[config.mk]
export PLATFORM = sky130hd
export DESIGN_NAME = spi_host_ctrl
export DESIGN_NICKNAME = d
export VERILOG_FILES = /design/src/rtl/spi_host_pkg.sv /design/src/rtl/spi_host_fifo.sv /design/src/rtl/spi_host_shift.sv /design/src/rtl/spi_host_ctrl.sv
export SDC_FILE = /design/constraint.sdc
export NUM_CORES = 1
export LEC_CHECK = 0
export CAP_MARGIN = 20
export CORE_MARGIN = 3
export CORE_UTILIZATION = 60
export CTS_CLUSTER_DIAMETER = 80
export DETAILED_ROUTE_END_ITERATION = 6
export GPL_TIMING_DRIVEN = 0
export PLACE_DENSITY = 0.78
export SLEW_MARGIN = 10
export SYNTH_ARGS = -nofsm -noshare
export SYNTH_HDL_FRONTEND = slang
export SYNTH_HIERARCHICAL = 1
export SYNTH_SLANG_ARGS = --single-unit
[constraint.sdc]
create_clock -name clk -period 3.5 [get_ports clk]
set_clock_uncertainty 0.1 [all_clocks]
set_input_delay 0.7 -clock clk [delete_from_list [all_inputs] [get_ports clk]]
set_output_delay 0.7 -clock clk [all_outputs]
set_load 0.01 [all_outputs]
[src/rtl/spi_host_pkg.sv]
package spi_host_pkg;
  localparam int unsigned REG_AW = 7;

  localparam logic [REG_AW-1:0] OFS_DIV    = 7'h00;
  localparam logic [REG_AW-1:0] OFS_MODE   = 7'h04;
  localparam logic [REG_AW-1:0] OFS_CSID   = 7'h10;
  localparam logic [REG_AW-1:0] OFS_CSDEF  = 7'h14;
  localparam logic [REG_AW-1:0] OFS_CSMODE = 7'h18;
  localparam logic [REG_AW-1:0] OFS_DLY0   = 7'h28;
  localparam logic [REG_AW-1:0] OFS_DLY1   = 7'h2C;
  localparam logic [REG_AW-1:0] OFS_FMT    = 7'h40;
  localparam logic [REG_AW-1:0] OFS_TXD    = 7'h48;
  localparam logic [REG_AW-1:0] OFS_RXD    = 7'h4C;
  localparam logic [REG_AW-1:0] OFS_TXMK   = 7'h50;
  localparam logic [REG_AW-1:0] OFS_RXMK   = 7'h54;
  localparam logic [REG_AW-1:0] OFS_IEN    = 7'h70;
  localparam logic [REG_AW-1:0] OFS_IPEND  = 7'h74;

  localparam logic [31:0] FLAG_BIT = 32'h8000_0000;

  // bit position of the "discard received bytes" control in frame format
  localparam int unsigned FMT_DISCARD_BIT = 3;

  typedef enum logic [1:0] {
    CSM_AUTO     = 2'd0,
    CSM_AUTO_ALT = 2'd1,
    CSM_HOLD     = 2'd2,
    CSM_OFF      = 2'd3
  } cs_mode_e;
endpackage

[src/rtl/spi_host_fifo.sv]
module spi_host_fifo #(
  parameter int unsigned DEPTH = 8,
  parameter int unsigned WIDTH = 8
) (
  input  logic                           clk,
  input  logic                           rst_n,
  input  logic                           push,
  input  logic [WIDTH-1:0]               din,
  input  logic                           pop,
  output logic [WIDTH-1:0]               dout,
  output logic [$clog2(DEPTH+1)-1:0]     count,
  output logic                           full,
  output logic                           empty
);
  localparam int unsigned PW = (DEPTH > 1) ? $clog2(DEPTH) : 1;
  localparam int unsigned CW = $clog2(DEPTH + 1);

  logic [WIDTH-1:0] mem [DEPTH];
  logic [PW-1:0]    wr_q, wr_d, rd_q, rd_d;
  logic [CW-1:0]    cnt_q, cnt_d;
  logic             push_ok, pop_ok;

  assign full    = (cnt_q == CW'(DEPTH));
  assign empty   = (cnt_q == '0);
  assign push_ok = push & ~full;
  assign pop_ok  = pop & ~empty;
  assign count   = cnt_q;
  assign dout    = mem[rd_q];

  always_comb begin
    wr_d  = wr_q;
    rd_d  = rd_q;
    cnt_d = cnt_q;
    if (push_ok) wr_d = (wr_q == PW'(DEPTH - 1)) ? '0 : wr_q + 1'b1;
    if (pop_ok)  rd_d = (rd_q == PW'(DEPTH - 1)) ? '0 : rd_q + 1'b1;
    case ({push_ok, pop_ok})
      2'b10:   cnt_d = cnt_q + 1'b1;
      2'b01:   cnt_d = cnt_q - 1'b1;
      default: cnt_d = cnt_q;
    endcase
  end

  always_ff @(posedge clk or negedge rst_n) begin
    if (!rst_n) begin
      wr_q  <= '0;
      rd_q  <= '0;
      cnt_q <= '0;
    end else begin
      wr_q  <= wr_d;
      rd_q  <= rd_d;
      cnt_q <= cnt_d;
    end
  end

  always_ff @(posedge clk) begin
    if (push_ok) mem[wr_q] <= din;
  end
endmodule

[src/rtl/spi_host_shift.sv]
module spi_host_shift #(
  parameter int unsigned DIV_W = 12
) (
  input  logic             clk,
  input  logic             rst_n,
  input  logic [DIV_W-1:0] div_i,
  input  logic             cpol_i,
  input  logic             cpha_i,
  input  logic             start_i,
  input  logic [7:0]       byte_i,
  output logic             busy_o,
  output logic             done_o,
  output logic [7:0]       rx_o,
  output logic             sck_o,
  output logic             mosi_o,
  input  logic             miso_i
);
  logic             busy_q, busy_d;
  logic             done_q, done_d;
  logic [DIV_W-1:0] cnt_q, cnt_d;
  logic [3:0]       edge_q, edge_d;
  logic [7:0]       txsr_q, txsr_d, rxsr_q, rxsr_d;
  logic             sck_q, sck_d;
  logic             tick, lead, samp;

  assign tick = (cnt_q >= div_i);
  assign lead = ~edge_q[0];
  // leading edge samples when phase is 0, trailing edge when phase is 1
  assign samp = lead ^ cpha_i;

  always_comb begin
    busy_d = busy_q;
    done_d = 1'b0;
    cnt_d  = cnt_q;
    edge_d = edge_q;
    txsr_d = txsr_q;
    rxsr_d = rxsr_q;
    sck_d  = sck_q;
    if (!busy_q) begin
      if (start_i) begin
        busy_d = 1'b1;
        cnt_d  = '0;
        edge_d = '0;
        txsr_d = byte_i;
        sck_d  = cpol_i;
      end
    end else if (tick) begin
      cnt_d  = '0;
      sck_d  = ~sck_q;
      edge_d = edge_q + 1'b1;
      if (samp) begin
        rxsr_d = {rxsr_q[6:0], miso_i};
      end else if (!(cpha_i && edge_q == 4'd0)) begin
        txsr_d = {txsr_q[6:0], 1'b0};
      end
      if (edge_q == 4'd15) begin
        busy_d = 1'b0;
        done_d = 1'b1;
      end
    end else begin
      cnt_d = cnt_q + 1'b1;
    end
  end

  always_ff @(posedge clk or negedge rst_n) begin
    if (!rst_n) begin
      busy_q <= 1'b0;
      done_q <= 1'b0;
      cnt_q  <= '0;
      edge_q <= '0;
      txsr_q <= '0;
      rxsr_q <= '0;
      sck_q  <= 1'b0;
    end else begin
      busy_q <= busy_d;
      done_q <= done_d;
      cnt_q  <= cnt_d;
      edge_q <= edge_d;
      txsr_q <= txsr_d;
      rxsr_q <= rxsr_d;
      sck_q  <= sck_d;
    end
  end

  assign busy_o = busy_q;
  assign done_o = done_q;
  assign rx_o   = rxsr_q;
  assign sck_o  = busy_q ? sck_q : cpol_i;
  assign mosi_o = txsr_q[7];
endmodule

[src/rtl/spi_host_ctrl.sv]
module spi_host_ctrl
  import spi_host_pkg::*;
#(
  parameter int unsigned NUM_CS     = 2,
  parameter int unsigned FIFO_DEPTH = 8,
  parameter int unsigned DIV_W      = 12
) (
  input  logic              clk,
  input  logic              rst_n,
  input  logic              bus_sel,
  input  logic              bus_we,
  input  logic [6:0]        bus_addr,
  input  logic [31:0]       bus_wdata,
  output logic [31:0]       bus_rdata,
  output logic              spi_sck,
  output logic              spi_mosi,
  input  logic              spi_miso,
  output logic [NUM_CS-1:0] spi_cs_n,
  output logic              irq
);
  localparam int unsigned CNT_W  = $clog2(FIFO_DEPTH + 1);
  localparam int unsigned MK_W   = (FIFO_DEPTH > 1) ? $clog2(FIFO_DEPTH) : 1;
  localparam int unsigned CSID_W = (NUM_CS > 1) ? $clog2(NUM_CS) : 1;

  logic [DIV_W-1:0]  div_q, div_d;
  logic [1:0]        mode_q, mode_d;
  logic [CSID_W-1:0] csid_q, csid_d;
  logic [NUM_CS-1:0] csdef_q, csdef_d;
  cs_mode_e          csmode_q, csmode_d;
  logic [31:0]       dly0_q, dly0_d, dly1_q, dly1_d, fmt_q, fmt_d;
  logic [MK_W-1:0]   txmk_q, txmk_d, rxmk_q, rxmk_d;
  logic [1:0]        ien_q, ien_d;

  logic              wr, rd;
  logic              tx_push, tx_pop, tx_full, tx_empty;
  logic              rx_push, rx_pop, rx_full, rx_empty;
  logic [CNT_W-1:0]  tx_cnt, rx_cnt;
  logic [7:0]        tx_dout, rx_dout, eng_rx;
  logic              eng_busy, eng_done;
  logic [1:0]        pend;
  logic              sel_on;

  assign wr = bus_sel & bus_we;
  assign rd = bus_sel & ~bus_we;

  // register next-state
  always_comb begin
    div_d    = div_q;
    mode_d   = mode_q;
    csid_d   = csid_q;
    csdef_d  = csdef_q;
    csmode_d = csmode_q;
    dly0_d   = dly0_q;
    dly1_d   = dly1_q;
    fmt_d    = fmt_q;
    txmk_d   = txmk_q;
    rxmk_d   = rxmk_q;
    ien_d    = ien_q;
    if (wr) begin
      case (bus_addr)
        OFS_DIV:    div_d = bus_wdata[DIV_W-1:0];
        OFS_MODE:   mode_d = bus_wdata[1:0];
        OFS_CSID:   if (bus_wdata < NUM_CS) csid_d = bus_wdata[CSID_W-1:0];
        OFS_CSDEF:  if ({1'b0, bus_wdata} < (33'd1 << NUM_CS)) csdef_d = bus_wdata[NUM_CS-1:0];
        OFS_CSMODE: if (bus_wdata < 32'd4) csmode_d = cs_mode_e'(bus_wdata[1:0]);
        OFS_DLY0:   dly0_d = bus_wdata;
        OFS_DLY1:   dly1_d = bus_wdata;
        OFS_FMT:    fmt_d = bus_wdata;
        OFS_TXMK:   if (bus_wdata < FIFO_DEPTH) txmk_d = bus_wdata[MK_W-1:0];
        OFS_RXMK:   if (bus_wdata < FIFO_DEPTH) rxmk_d = bus_wdata[MK_W-1:0];
        OFS_IEN:    ien_d = bus_wdata[1:0];
        default:    ;
      endcase
    end
  end

  always_ff @(posedge clk or negedge rst_n) begin
    if (!rst_n) begin
      div_q    <= DIV_W'(3);
      mode_q   <= '0;
      csid_q   <= '0;
      csdef_q  <= '1;
      csmode_q <= CSM_AUTO;
      dly0_q   <= 32'h0000_1001;
      dly1_q   <= 32'h0000_0001;
      fmt_q    <= '0;
      txmk_q   <= '0;
      rxmk_q   <= '0;
      ien_q    <= '0;
    end else begin
      div_q    <= div_d;
      mode_q   <= mode_d;
      csid_q   <= csid_d;
      csdef_q  <= csdef_d;
      csmode_q <= csmode_d;
      dly0_q   <= dly0_d;
      dly1_q   <= dly1_d;
      fmt_q    <= fmt_d;
      txmk_q   <= txmk_d;
      rxmk_q   <= rxmk_d;
      ien_q    <= ien_d;
    end
  end

  // queue control
  assign tx_push = wr && (bus_addr == OFS_TXD);
  assign tx_pop  = ~eng_busy & ~tx_empty;
  assign rx_pop  = rd && (bus_addr == OFS_RXD) && !rx_empty;
  assign rx_push = eng_done & ~fmt_q[FMT_DISCARD_BIT] & ~rx_full;

  spi_host_fifo #(.DEPTH(FIFO_DEPTH), .WIDTH(8)) u_txq (
    .clk(clk), .rst_n(rst_n), .push(tx_push), .din(bus_wdata[7:0]),
    .pop(tx_pop), .dout(tx_dout), .count(tx_cnt), .full(tx_full), .empty(tx_empty)
  );

  spi_host_fifo #(.DEPTH(FIFO_DEPTH), .WIDTH(8)) u_rxq (
    .clk(clk), .rst_n(rst_n), .push(rx_push), .din(eng_rx),
    .pop(rx_pop), .dout(rx_dout), .count(rx_cnt), .full(rx_full), .empty(rx_empty)
  );

  spi_host_shift #(.DIV_W(DIV_W)) u_eng (
    .clk(clk), .rst_n(rst_n), .div_i(div_q), .cpol_i(mode_q[1]), .cpha_i(mode_q[0]),
    .start_i(tx_pop), .byte_i(tx_dout), .busy_o(eng_busy), .done_o(eng_done),
    .rx_o(eng_rx), .sck_o(spi_sck), .mosi_o(spi_mosi), .miso_i(spi_miso)
  );

  // watermarks and interrupt
  assign pend[0] = (tx_cnt < CNT_W'(txmk_q));
  assign pend[1] = (rx_cnt > CNT_W'(rxmk_q));
  assign irq     = |(pend & ien_q);

  // chip selects
  assign sel_on = (csmode_q == CSM_HOLD) ||
                  (eng_busy && (csmode_q == CSM_AUTO || csmode_q == CSM_AUTO_ALT));

  for (genvar i = 0; i < NUM_CS; i++) begin : g_cs
    assign spi_cs_n[i] = (sel_on && csid_q == CSID_W'(i)) ? 1'b0 : csdef_q[i];
  end

  // read mux
  always_comb begin
    case (bus_addr)
      OFS_DIV:    bus_rdata = 32'(div_q);
      OFS_MODE:   bus_rdata = 32'(mode_q);
      OFS_CSID:   bus_rdata = 32'(csid_q);
      OFS_CSDEF:  bus_rdata = 32'(csdef_q);
      OFS_CSMODE: bus_rdata = 32'(csmode_q);
      OFS_DLY0:   bus_rdata = dly0_q;
      OFS_DLY1:   bus_rdata = dly1_q;
      OFS_FMT:    bus_rdata = fmt_q;
      OFS_TXD:    bus_rdata = tx_full ? FLAG_BIT : 32'h0;
      OFS_RXD:    bus_rdata = rx_empty ? FLAG_BIT : {24'h0, rx_dout};
      OFS_TXMK:   bus_rdata = 32'(txmk_q);
      OFS_RXMK:   bus_rdata = 32'(rxmk_q);
      OFS_IEN:    bus_rdata = 32'(ien_q);
      OFS_IPEND:  bus_rdata = 32'(pend);
      default:    bus_rdata = 32'h0;
    endcase
  end
endmodule

Yosys cells after proc, flatten, opt, wreduce, memory -nomap -nowiden
Memory sizes are Yosys's and may differ from the RTL's.
Index checks and enable logic that the tools add are counted.
Widths: inputs -> output; s select.

storage, ports and cells
  register bits after elaboration = 178
  latch bits = 0
  bits in writable memories = 128
  bits in read-only memories = 0
  input bits = 44
  memories kept = 2

cells by class
  $add $sub $neg = 10
  multiply operators = 0
  div/mod/pow operators = 0
  order comparisons = 7
  equal/unequal tests = 29
  shift-type cells = 0
  multiplexer cells = 37
  bitwise gates (word level) = 21
  reductions and logical operators = 33

memory list
  memory     depth  width  read ports  clocked after memory_dff  wr ports  RTL line             text
  u_rxq.mem  8      8      1           0                         1         spi_host_fifo.sv:18  logic [WIDTH-1:0] mem [DEPTH];
  u_txq.mem  8      8      1           0                         1         spi_host_fifo.sv:18

operators with widths
  cell                   number
  $pmux 32 s14           1
  $lt 32x3->1 const B    2
  $mux 32                2
  $eq 7x7->1 const B     7
  $mux 8                 5
  $mux 12                3
  $lt 32x2->1 const B    1
  $lt 32x4->1 const B    1
  $eq 7x5->1 const B     3
  $reduce_and 3->1       6
  $mux 1                 17
  $pmux 4 s2             2
  $eq 7x6->1 const B     2
  $reduce_and 2->1       7
  $add 12x1->12 const B  1
  $add 3x1->3 const B    4
  $add 4x1->4 const B    3
  $eq 3x3->1 const B     4
  $eq 4x4->1 const B     3
  $ge 12x12->1           1
  $logic_not 4->1        3
  $mux 3                 4
  $mux 4                 3
  $not 1->1              10
  18 further kinds       42

Logic depth before layout (Yosys ltp)
Gate-level depths: netlist of the first run.

  depth in word-level cells = 7
  depth in mapped cells = 12
  gate-level depth less buffers = 11

Cells and area by module
The synthesis of the first run kept the hierarchy.

by module, submodules not included
  module                 instances  cells each  area an instance (µm²)  sequential area each (µm²)
  spi_host_ctrl          1          463         6035.8                  3086.7
  spi_host_fifo (u_rxq)  1          163         3216.8                  2172.1
  spi_host_fifo (u_txq)  1          162         3210.6                  2172.1
  spi_host_shift         1          220         2179.6                  875.8

Worst setup path before layout of the first run
No wires, ideal clock.

  path kind = in2reg
  start = input bus_addr[2]
  end = register u_txq.cnt_q[3], in the netlist u_txq/count[3]
  setup time = 0.134 ns
  arrival time = 3.680 ns
  data required time = 3.266 ns
  path slack = -0.414 ns
  stages = 9
  buffers on the path = 1
  path through = or4b_1 > clkbuf_1 > nor4_1 > nand2_8 > ha_1 > ha_1 > or4b_2 > o311ai_0 > o211ai_1

between the ends
  cells in the longest elaborated chain, start to end = 5

RTL lines
  element                                          RTL line              text
  start: declaration                               spi_host_ctrl.sv:12   input logic [6:0] bus_addr,
  $eq 7x7->1 (*)                                   spi_host_ctrl.sv:106  assign tx_push = wr && (bus_addr == OFS_TXD);
  $logic_and 1x1->1 (*)                            spi_host_ctrl.sv:106
  named net tx_push                                spi_host_ctrl.sv:35   logic tx_push, tx_pop, tx_full, tx_empty;
  $and 1x1->1 (*)                                  spi_host_fifo.sv:25   assign push_ok = push & ~full;
  $eq 2x1->1 or $eq 2x2->1 (tied branches)         spi_host_fifo.sv:36   case ({push_ok, pop_ok})
  $pmux 4 s2 or $reduce_bool 2->1 (tied branches)  n/a
  end signal: assignment                           spi_host_fifo.sv:51   cnt_q <= cnt_d;
  end: declaration                                 spi_host_fifo.sv:20   logic [CW-1:0] cnt_q, cnt_d;

The timed path passes the listed nets; every way through them passes the cells marked *.
A chain may end at the register's enable or synchronous reset.

Worst setup path in the final report of the first run
  start = register u_rxq.rd_q[0]
  end = output bus_rdata[1]

between the ends
  cells in the longest elaborated chain, start to end = 3

RTL lines
  element                   RTL line              text
  start: declaration        spi_host_fifo.sv:19   logic [PW-1:0] wr_q, wr_d, rd_q, rd_d;
  start signal: assignment  spi_host_fifo.sv:50   rd_q <= rd_d;
  $mem_v2 8x8               n/a
  named net rx_dout[1]      spi_host_ctrl.sv:38   logic [7:0] tx_dout, rx_dout, eng_rx;
  $mux 32                   spi_host_ctrl.sv:152  OFS_RXD: bus_rdata = rx_empty ? FLAG_BIT : {24'h0, rx_dout};
  $pmux 32 s14              spi_host_ctrl.sv:142  case (bus_addr)
  end: declaration          spi_host_ctrl.sv:14   output logic [31:0] bus_rdata,

The timed path passes the listed nets, and every way through them passes these cells.

==> impl_metrics.env, run 1 <==
export IMPL_worstReg2RegStart="u_rxq/count[1]$_DFFE_PN0P_"
export IMPL_total_congestion_overflow_after_global_routing=0
export IMPL_flow_area_growth_from_synthesis_pct=18.6
export IMPL_io_pins=81
export IMPL_rsz0062_at_grt="yes"
export IMPL_ratio_of_total_power_to_cell_area_mw_per_mm2=574
export IMPL_worst_setup_path_type="reg2out"
export IMPL_synth_area_per_cell_um2=14.5
export IMPL_share_of_synthesized_area_occupied_by_flip_flops_and_latches_pct=56.7
export IMPL_cp_required_ns=2.70
export IMPL_first_global_vias=9461
export IMPL_tritoncts="yes"
export IMPL_synth_top_cell_area_share_pct=29.2
export IMPL_worst_path_max_fanout=4
export IMPL_finalWeightedCongestion=0.819
export IMPL_final_util_pct=73.1
export IMPL_viasPerCell=6.20
export IMPL_achievable_frequency_mhz=278
export IMPL_largest_cells_by_area_after_synthesis="sky130_fd_sc_hd__dfrtp_1, sky130_fd_sc_hd__edfxtp_1, sky130_fd_sc_hd__mux2_1"
export IMPL_syn_instance_count=1008
export IMPL_result_of_the_run="complete, but fails checks"
export IMPL_route_final_wire_length_um=33400
export IMPL_final_max_slew_viol_count=0
export IMPL_netlist_cell_type_count=89
export IMPL_yosys_area_top_type="sky130_fd_sc_hd__dfrtp_1"
export IMPL_grt_start_max_net_pins=112
export IMPL_critical_path_most_common_cell="sky130_fd_sc_hd__buf_6"
export IMPL_crit_slowest_cell="sky130_fd_sc_hd__or4_4"
export IMPL_floorplan_die_area_mm2=0.0263
export IMPL_timing_slew_headroom_pct=39.3
export IMPL_wl_per_cell_um=22.2
export IMPL_post_route_period_util_pct=103
export IMPL_final_period_minus_worst_setup_slack_ns=3.60
export IMPL_cts_made_buffers=31
export IMPL_clk_pin_slew_ns=0.06
export IMPL_maxCapViolations=0
export IMPL_grt_util_all_layers_pct=25.5
export IMPL_place_worst_setup_slack_ns=-1.10
export IMPL_postSynthNetCount=1088
export IMPL_setup_worst_path_start_class="flip-flop"
export IMPL_crit_arrival_ns=2.80
export IMPL_io_buffers=79
export IMPL_worstMarginPinSlew_ns=0.907
export IMPL_worst_path_largest_cell_delay_ns=0.52
export IMPL_antenna_diode_count=0
export IMPL_fill_cells=1503
export IMPL_synth_top_cells_by_count="sky130_fd_sc_hd__dfrtp_1, sky130_fd_sc_hd__edfxtp_1, sky130_fd_sc_hd__mux2_1"
export IMPL_power_static_leakage_nw=7.50
export IMPL_drt_pass1_iter_count=5
export IMPL_placeableCoreArea_mm2=0.0238
export IMPL_number_of_sinks_on_the_clock_net=306
export IMPL_synth_warnings=6
export IMPL_reg2reg_setup_slack_ns=0.15
export IMPL_timing_critical_path_to_type="primary output"
export IMPL_critical_path_cell_chain="buf_6 -> buf_12 -> mux4_2 -> mux2_4 -> a22oi_2 -> nor3_2 -> or4_4 -> buf_6"
export IMPL_dp_hpwl_um=22800
export IMPL_final_hold_viol_count=0
export IMPL_synth_edff_count=128
export IMPL_cts_max_level=1
export IMPL_nets=1239
export IMPL_synthesis_area_mm2=0.0146
export IMPL_worst_r2r_path_depth=13
export IMPL_critPathBufInv=3
export IMPL_initial_core_util_pct=61.6
export IMPL_largest_delay_share_family_worst_path="multiplexers"
export IMPL_post_route_cells_drive_above_1_share_pct=24.4
export IMPL_cts_hold_buf=0
export IMPL_vdd_drop_max_uv=571
export IMPL_r2r_end="u_rxq/count[3]$_DFFE_PN0P_"
export IMPL_async_set_or_reset_flop_fraction_in_the_synthesized_netlist_pct=58.2
export IMPL_detailedRoute_firstIterationViolations=890
export IMPL_synth_main_ff_cell="sky130_fd_sc_hd__dfrtp_1"
export IMPL_timing_critical_path_from="u_rxq/rd_q[0]$_DFFE_PN0P_"
export IMPL_total_of_endpoints_with_negative_setup_slack_in_the_final_report=4
export IMPL_min_delay_path_class="in2async"
export IMPL_number_of_antenna_violations_at_the_first_check_in_global_routing=1
export IMPL_worst_slack_ns=-0.0984
export IMPL_core_rowCount=56
export IMPL_die_w_um=162
export IMPL_cts_root_buf="sky130_fd_sc_hd__clkbuf_16"
export IMPL_insertion_delay_to_the_later_sink_of_the_worst_skew_pair_ns=0.56
export IMPL_route_detailed_drc=0
export IMPL_route_antenna_remaining_nets=0
export IMPL_cts_path_max_buffers=3
export IMPL_via_count=9315
export IMPL_violations="setup timing"
export IMPL_fp_dieH_um=162
export IMPL_post_synth_top_count_cell="sky130_fd_sc_hd__dfrtp_1"
export IMPL_yosys_register_bits=306
export IMPL_grt_pass1_wl_um=52800
-- cells by family (layout without fill, tap and decap cells) --
group                      Yosys count  in the layout  share of synthesized area (%)
muxes                              220            220                           20.2
AOI/OAI and AO/OA                  123            123                           7.08
and+or+nand+nor                    201            201                           8.51
xor gates and xnor gates             6              6                          0.359
buffers and inverters              116            292                           3.97
adders and majority gates           36             36                           3.18
DFF                                306            306                           56.7
-- power breakdown --
group,switching (mW),internal [mW],leakage [nW]
clock,1.36,1.81,0.494
sequential,0.369,4.16,3.52
combinational,1.12,1.15,3.48
total,2.85,7.12,7.50
-- worst max-delay path by stage --
stage | endpoint | slack (ns) | cells past startpoint
finish | bus_rdata[1] | -0.1 | 8
global placement | dly0_q[25]$_DFFE_PN0P_ | -5.97 | 1
CTS | bus_rdata[1] | -0.18 | 8
global route | bus_rdata[1] | -0.17 | 8
detailed placement | u_rxq/count[3]$_DFFE_PN0P_ | -1.10 | 12
floorplan | u_txq/count[3]$_DFFE_PN0P_ | 0.01 | 9
-- cell type report --
cell class	instances	area, um2	share of cell area (%)
buffer	52	439	2.53
clock inverter	21	161	0.929
tap	319	399	2.30
inverter	62	233	1.34
multi-input combinational	586	5930	34.1
timing repair buffer	120	1080	6.20
clock buffer	37	818	4.71
sequential	306	8310	47.9
-- worst register-to-register path, cell delays in order, from the launching register on --
cell,delay [ns]
sky130_fd_sc_hd__dfrtp_2,0.37
sky130_fd_sc_hd__buf_4,0.14
sky130_fd_sc_hd__nor4_4,0.05
sky130_fd_sc_hd__buf_4,0.15
sky130_fd_sc_hd__nor4b_4,0.29
sky130_fd_sc_hd__nor2b_4,0.25
sky130_fd_sc_hd__and3b_1,0.25
sky130_fd_sc_hd__o41ai_4,0.13
sky130_fd_sc_hd__inv_1,0.11
sky130_fd_sc_hd__ha_4,0.18
sky130_fd_sc_hd__ha_1,0.29
sky130_fd_sc_hd__or4b_2,0.65
sky130_fd_sc_hd__o311ai_0,0.14
sky130_fd_sc_hd__o211ai_1,0.12
-- flip-flops by register name, summed over array words and instances (netlist names), 8 cells and up --
| signal | cells |
|---|---|
| u_txq/mem | 64 |
| u_eng/rx_o | 8 |
| fmt_q | 32 |
| dly0_q | 32 |
| div_q | 12 |
| u_eng/cnt_q | 12 |
| u_eng/txsr_q | 8 |
| dly1_q | 32 |
| u_rxq/mem | 64 |
-- per-layer routing --
layer | track usage [%] | part of all wire [%] | vias up
li1 | - | - | 4183
met1 | 34.5 | 41 | 4756
met2 | 43.6 | 51 | 298
met3 | 2.83 | 4.6 | 76
met4 | 8.49 | 3.2 | 2
met5 | 0 | 0.021 | -
-- cell usage in the layout, fill, tap and decap left out, drive strengths merged, types with 4 or more instances in the layout --
cell | netlist | routed
a21oi | 9 | 9
a222oi | 23 | 23
a22oi | 13 | 13
buf | 38 | 82
clkbuf | 16 | 60
clkdlybuf4s50 | 0 | 43
clkinv | 0 | 16
dfrtp | 171 | 171
dfstp | 7 | 7
dlygate4sd2 | 0 | 19
edfxtp | 128 | 128
ha | 34 | 34
inv | 62 | 64
mux2 | 173 | 173
mux2i | 15 | 15
mux4 | 32 | 32
nand2 | 43 | 43
nand2b | 12 | 12
nand3 | 19 | 19
nand4 | 13 | 13
nor2 | 24 | 24
nor2b | 7 | 7
nor3 | 23 | 23
nor3b | 11 | 11
nor4 | 19 | 19
o211ai | 8 | 8
o21ai | 20 | 20
o311ai | 6 | 6
or3 | 5 | 5
or4b | 6 | 6
xor2 | 4 | 4
-- through the flow --
stage	hold slack (ns)	setup TNS (ns)	std cells	cell area, um2	total power, mW
2_1_floorplan	0.304	0	1008	14700	6.05
3_3_place_gp	0.367	-1101.92	1406	15800	6.60
3_5_place_dp	0.375	-41.95	1413	15900	6.72
4_1_cts	0.0229	-0.177	1490	17200	10.0
5_1_grt	0.0466	-0.522	1503	17400	10.4
6_report	0.0211	-0.240	1503	17400	9.97
-- repair_timing --
item,CTS,global route
setup buffers,20,11
pin swaps,10,10
cloned,1,0
endpoints found under the setup margin,36,17
resized for setup,111,37
Note: power is estimated with default switching activity, not from simulation.
==> inputs of run 2 (changes only) <==
CELL_PAD_IN_SITES_DETAIL_PLACEMENT = 1   (was not set)
CELL_PAD_IN_SITES_GLOBAL_PLACEMENT = 2   (was not set)
CORE_UTILIZATION = 44   (was 60)
PLACE_DENSITY = not set   (was 0.78)
PLACE_DENSITY_LB_ADDON = 0.25   (was not set)
RECOVER_POWER = 25   (was not set)
==> run 2 against run 1 <==
The run ends with slew limit, setup timing left. Cell count grew 7.7%. First-iteration DRC count decreased by 33%. Sequential share of layout area shrank 0.61 points. Largest cell class unchanged.
==> impl_metrics.env, run 2 (same netlist as run 1, synthesis figures left out) <==
export IMPL_violations="slew limit, setup timing"
export IMPL_power_static_leakage_nw=7.58
export IMPL_number_of_antenna_violations_at_the_first_check_in_global_routing=0
export IMPL_post_route_cells_drive_above_1_share_pct=22.7
export IMPL_dp_hpwl_um=26300
export IMPL_cp_required_ns=2.70
export IMPL_fin_cells=1618
export IMPL_route_detailed_drc=0
export IMPL_total_congestion_overflow_after_global_routing=0
export IMPL_nets=1232
export IMPL_die_w_um=188
export IMPL_post_route_period_util_pct=102
export IMPL_core_rowCount=66
export IMPL_fp_dieH_um=188
export IMPL_numPlacedInstances=1537
export IMPL_place_worst_setup_slack_ns=-1.22
export IMPL_number_of_sinks_on_the_clock_net=306
export IMPL_drt_pass1_iter_count=7
export IMPL_min_delay_path_class="reg2reg"
export IMPL_floorplan_die_area_mm2=0.0355
export IMPL_clk_pin_slew_ns=0.06
export IMPL_total_of_endpoints_with_negative_setup_slack_in_the_final_report=1
export IMPL_final_setup_tns_ns=-0.0758
export IMPL_cts_path_max_buffers=3
export IMPL_worstMarginPinSlew_ns=1.51
export IMPL_insertion_delay_to_the_later_sink_of_the_worst_skew_pair_ns=0.50
export IMPL_io_buffers=79
export IMPL_reg2reg_setup_slack_ns=0.20
export IMPL_rsz0062_at_grt="yes"
export IMPL_detailedRoute_firstIterationViolations=592
export IMPL_worst_slack_ns=-0.0758
export IMPL_largest_registers_ranked_by_flip_flop_count="u_rxq/mem x64, u_txq/mem x64"
export IMPL_maxCapViolations=0
export IMPL_io_pins=81
export IMPL_placeableCoreArea_mm2=0.0327
export IMPL_finalWeightedCongestion=0.777
export IMPL_place_area_mm2=0.0161
export IMPL_final_hold_viol_count=0
export IMPL_tritoncts="yes"
export IMPL_antenna_diode_count=0
export IMPL_result_of_the_run="complete, but fails checks"
export IMPL_worst_path_max_fanout=5
export IMPL_grt_util_all_layers_pct=21.1
export IMPL_ratio_of_total_power_to_cell_area_mw_per_mm2=577
export IMPL_cts_root_buf="sky130_fd_sc_hd__clkbuf_16"
export IMPL_worst_r2r_path_depth=12
export IMPL_cp_endpoint="bus_rdata[1]"
export IMPL_timing_critical_path_from="u_rxq/rd_q[0]$_DFFE_PN0P_"
export IMPL_vdd_drop_max_uv=432
export IMPL_grt_start_max_net_pins=100
export IMPL_crit_arrival_ns=2.78
export IMPL_final_design_area_no_fill_mm2=0.0176
export IMPL_final_cell_mix="sky130_fd_sc_hd__dfrtp_1, sky130_fd_sc_hd__edfxtp_1, sky130_fd_sc_hd__mux2_1"
export IMPL_setup_worst_path_start_class="flip-flop"
export IMPL_final_max_slew_viol_count=63
export IMPL_timing_critical_path_to_type="primary output"
export IMPL_achievable_frequency_mhz=280
export IMPL_r2r_end="u_rxq/count[3]$_DFFE_PN0P_"
export IMPL_final_period_minus_worst_setup_slack_ns=3.58
export IMPL_first_global_vias=10039
export IMPL_cts_max_level=2
export IMPL_timing_slew_headroom_pct=-0.472
export IMPL_commonest_non_fill_non_tap_cell_in_the_layout="sky130_fd_sc_hd__dfrtp_1"
export IMPL_route_final_wire_length_um=37100
export IMPL_flow_area_growth_from_synthesis_pct=20.2
export IMPL_viasPerCell=5.68
export IMPL_route_antenna_remaining_nets=0
export IMPL_worstReg2RegStart="u_rxq/count[0]$_DFFE_PN0P_"
export IMPL_via_count=9198
export IMPL_grt_pass1_wl_um=59100
export IMPL_worst_setup_path_type="reg2out"
export IMPL_cts_made_buffers=34
export IMPL_wl_per_cell_um=22.9
export IMPL_initial_core_util_pct=44.8
[run 2: cell count changes in the layout (fill, tap and decap cells not counted), moves of 8 or more]
cell	previous run	this run
sky130_fd_sc_hd__clkbuf_1	12	20
sky130_fd_sc_hd__dlygate4sd2_1	19	7
sky130_fd_sc_hd__dlygate4sd3_1	0	8
sky130_fd_sc_hd__clkinv_2	13	1
sky130_fd_sc_hd__dlymetal6s2s_1	2	10
sky130_fd_sc_hd__buf_4	40	29
[run 2: area by class of cell]
class | count | area, um2
plain buffers | 51 | 433
clock buffers | 50 | 962
clock inverters | 10 | 75.1
fillers | 3175 | 15100
inverters | 62 | 233
multi-input cells | 586 | 5950
flip-flops and latches | 306 | 8320
well taps | 442 | 553
repair buffers | 111 | 1080
[run 2: report_power, final]
group / internal [mW] / leakage [nW] / total [mW] / switching (mW)
Sequential: 4.16 / 3.52 / 4.55 / 0.390
Combinational: 1.12 / 3.56 / 2.25 / 1.12
Clock: 1.98 / 0.503 / 3.36 / 1.38
Total: 7.26 / 7.58 / 10.2 / 2.90
[run 2: worst min-delay path by stage]
stage	slack [ns]	from	endpoint	depth (start not counted)
floorplan	0.30	rst_n	csid_q$_DFFE_PN0P_	0
global placement	0.36	u_eng/txsr_q[6]$_DFFE_PN0P_	u_eng/txsr_q[6]$_DFFE_PN0P_	1
detailed placement	0.38	dly0_q[5]$_DFFE_PN0P_	dly0_q[5]$_DFFE_PN0P_	1
CTS	0.39	dly0_q[9]$_DFFE_PN0P_	dly0_q[9]$_DFFE_PN0P_	1
global route	0.40	fmt_q[25]$_DFFE_PN0P_	fmt_q[25]$_DFFE_PN0P_	1
finish	0.39	fmt_q[9]$_DFFE_PN0P_	fmt_q[9]$_DFFE_PN0P_	1
[run 2: stage by stage]
step / total power, mW / hold slack, ns / util (%)
5_1_grt: 10.7 / 0.404 / 53.8
2_1_floorplan: 6.05 / 0.304 / -
3_3_place_gp: 6.68 / 0.365 / 48.9
4_1_cts: 10.3 / 0.391 / 53.6
3_5_place_dp: 6.80 / 0.376 / 49.3
6_report: 10.2 / 0.387 / 53.8
[run 2: routing by layer]
metal  share of wire (%)  track usage, %  vias up  wire length, um
li1                    -               -     4175                -
met1                  44            27.6     4826            16200
met4                 1.9            4.67        0              693
met2                  51            37.7      153            19000
met3                 3.3            2.81       44             1210
met5                   0               0        -                0
[run 2: critical path, stage by stage, from the launching register on]
cell and delay [ns]:
sky130_fd_sc_hd__dfrtp_1 0.37, sky130_fd_sc_hd__buf_6 0.15, sky130_fd_sc_hd__buf_12 0.12, sky130_fd_sc_hd__mux4_2 0.49, sky130_fd_sc_hd__mux2_4 0.28, sky130_fd_sc_hd__a22oi_2 0.14
sky130_fd_sc_hd__nor3_2 0.05, sky130_fd_sc_hd__or4_4 0.54, sky130_fd_sc_hd__buf_6 0.14
[run 2: what timing repair did]
item / in CTS / in global routing
gates resized for setup: 109 / 32
pin swaps: 11 / 4
hold buffers: 1 / 0
setup buffers: 18 / 3
setup endpoints to repair: 37 / 28
cloned: 2 / 0
hold endpoints to repair: 10 / 0
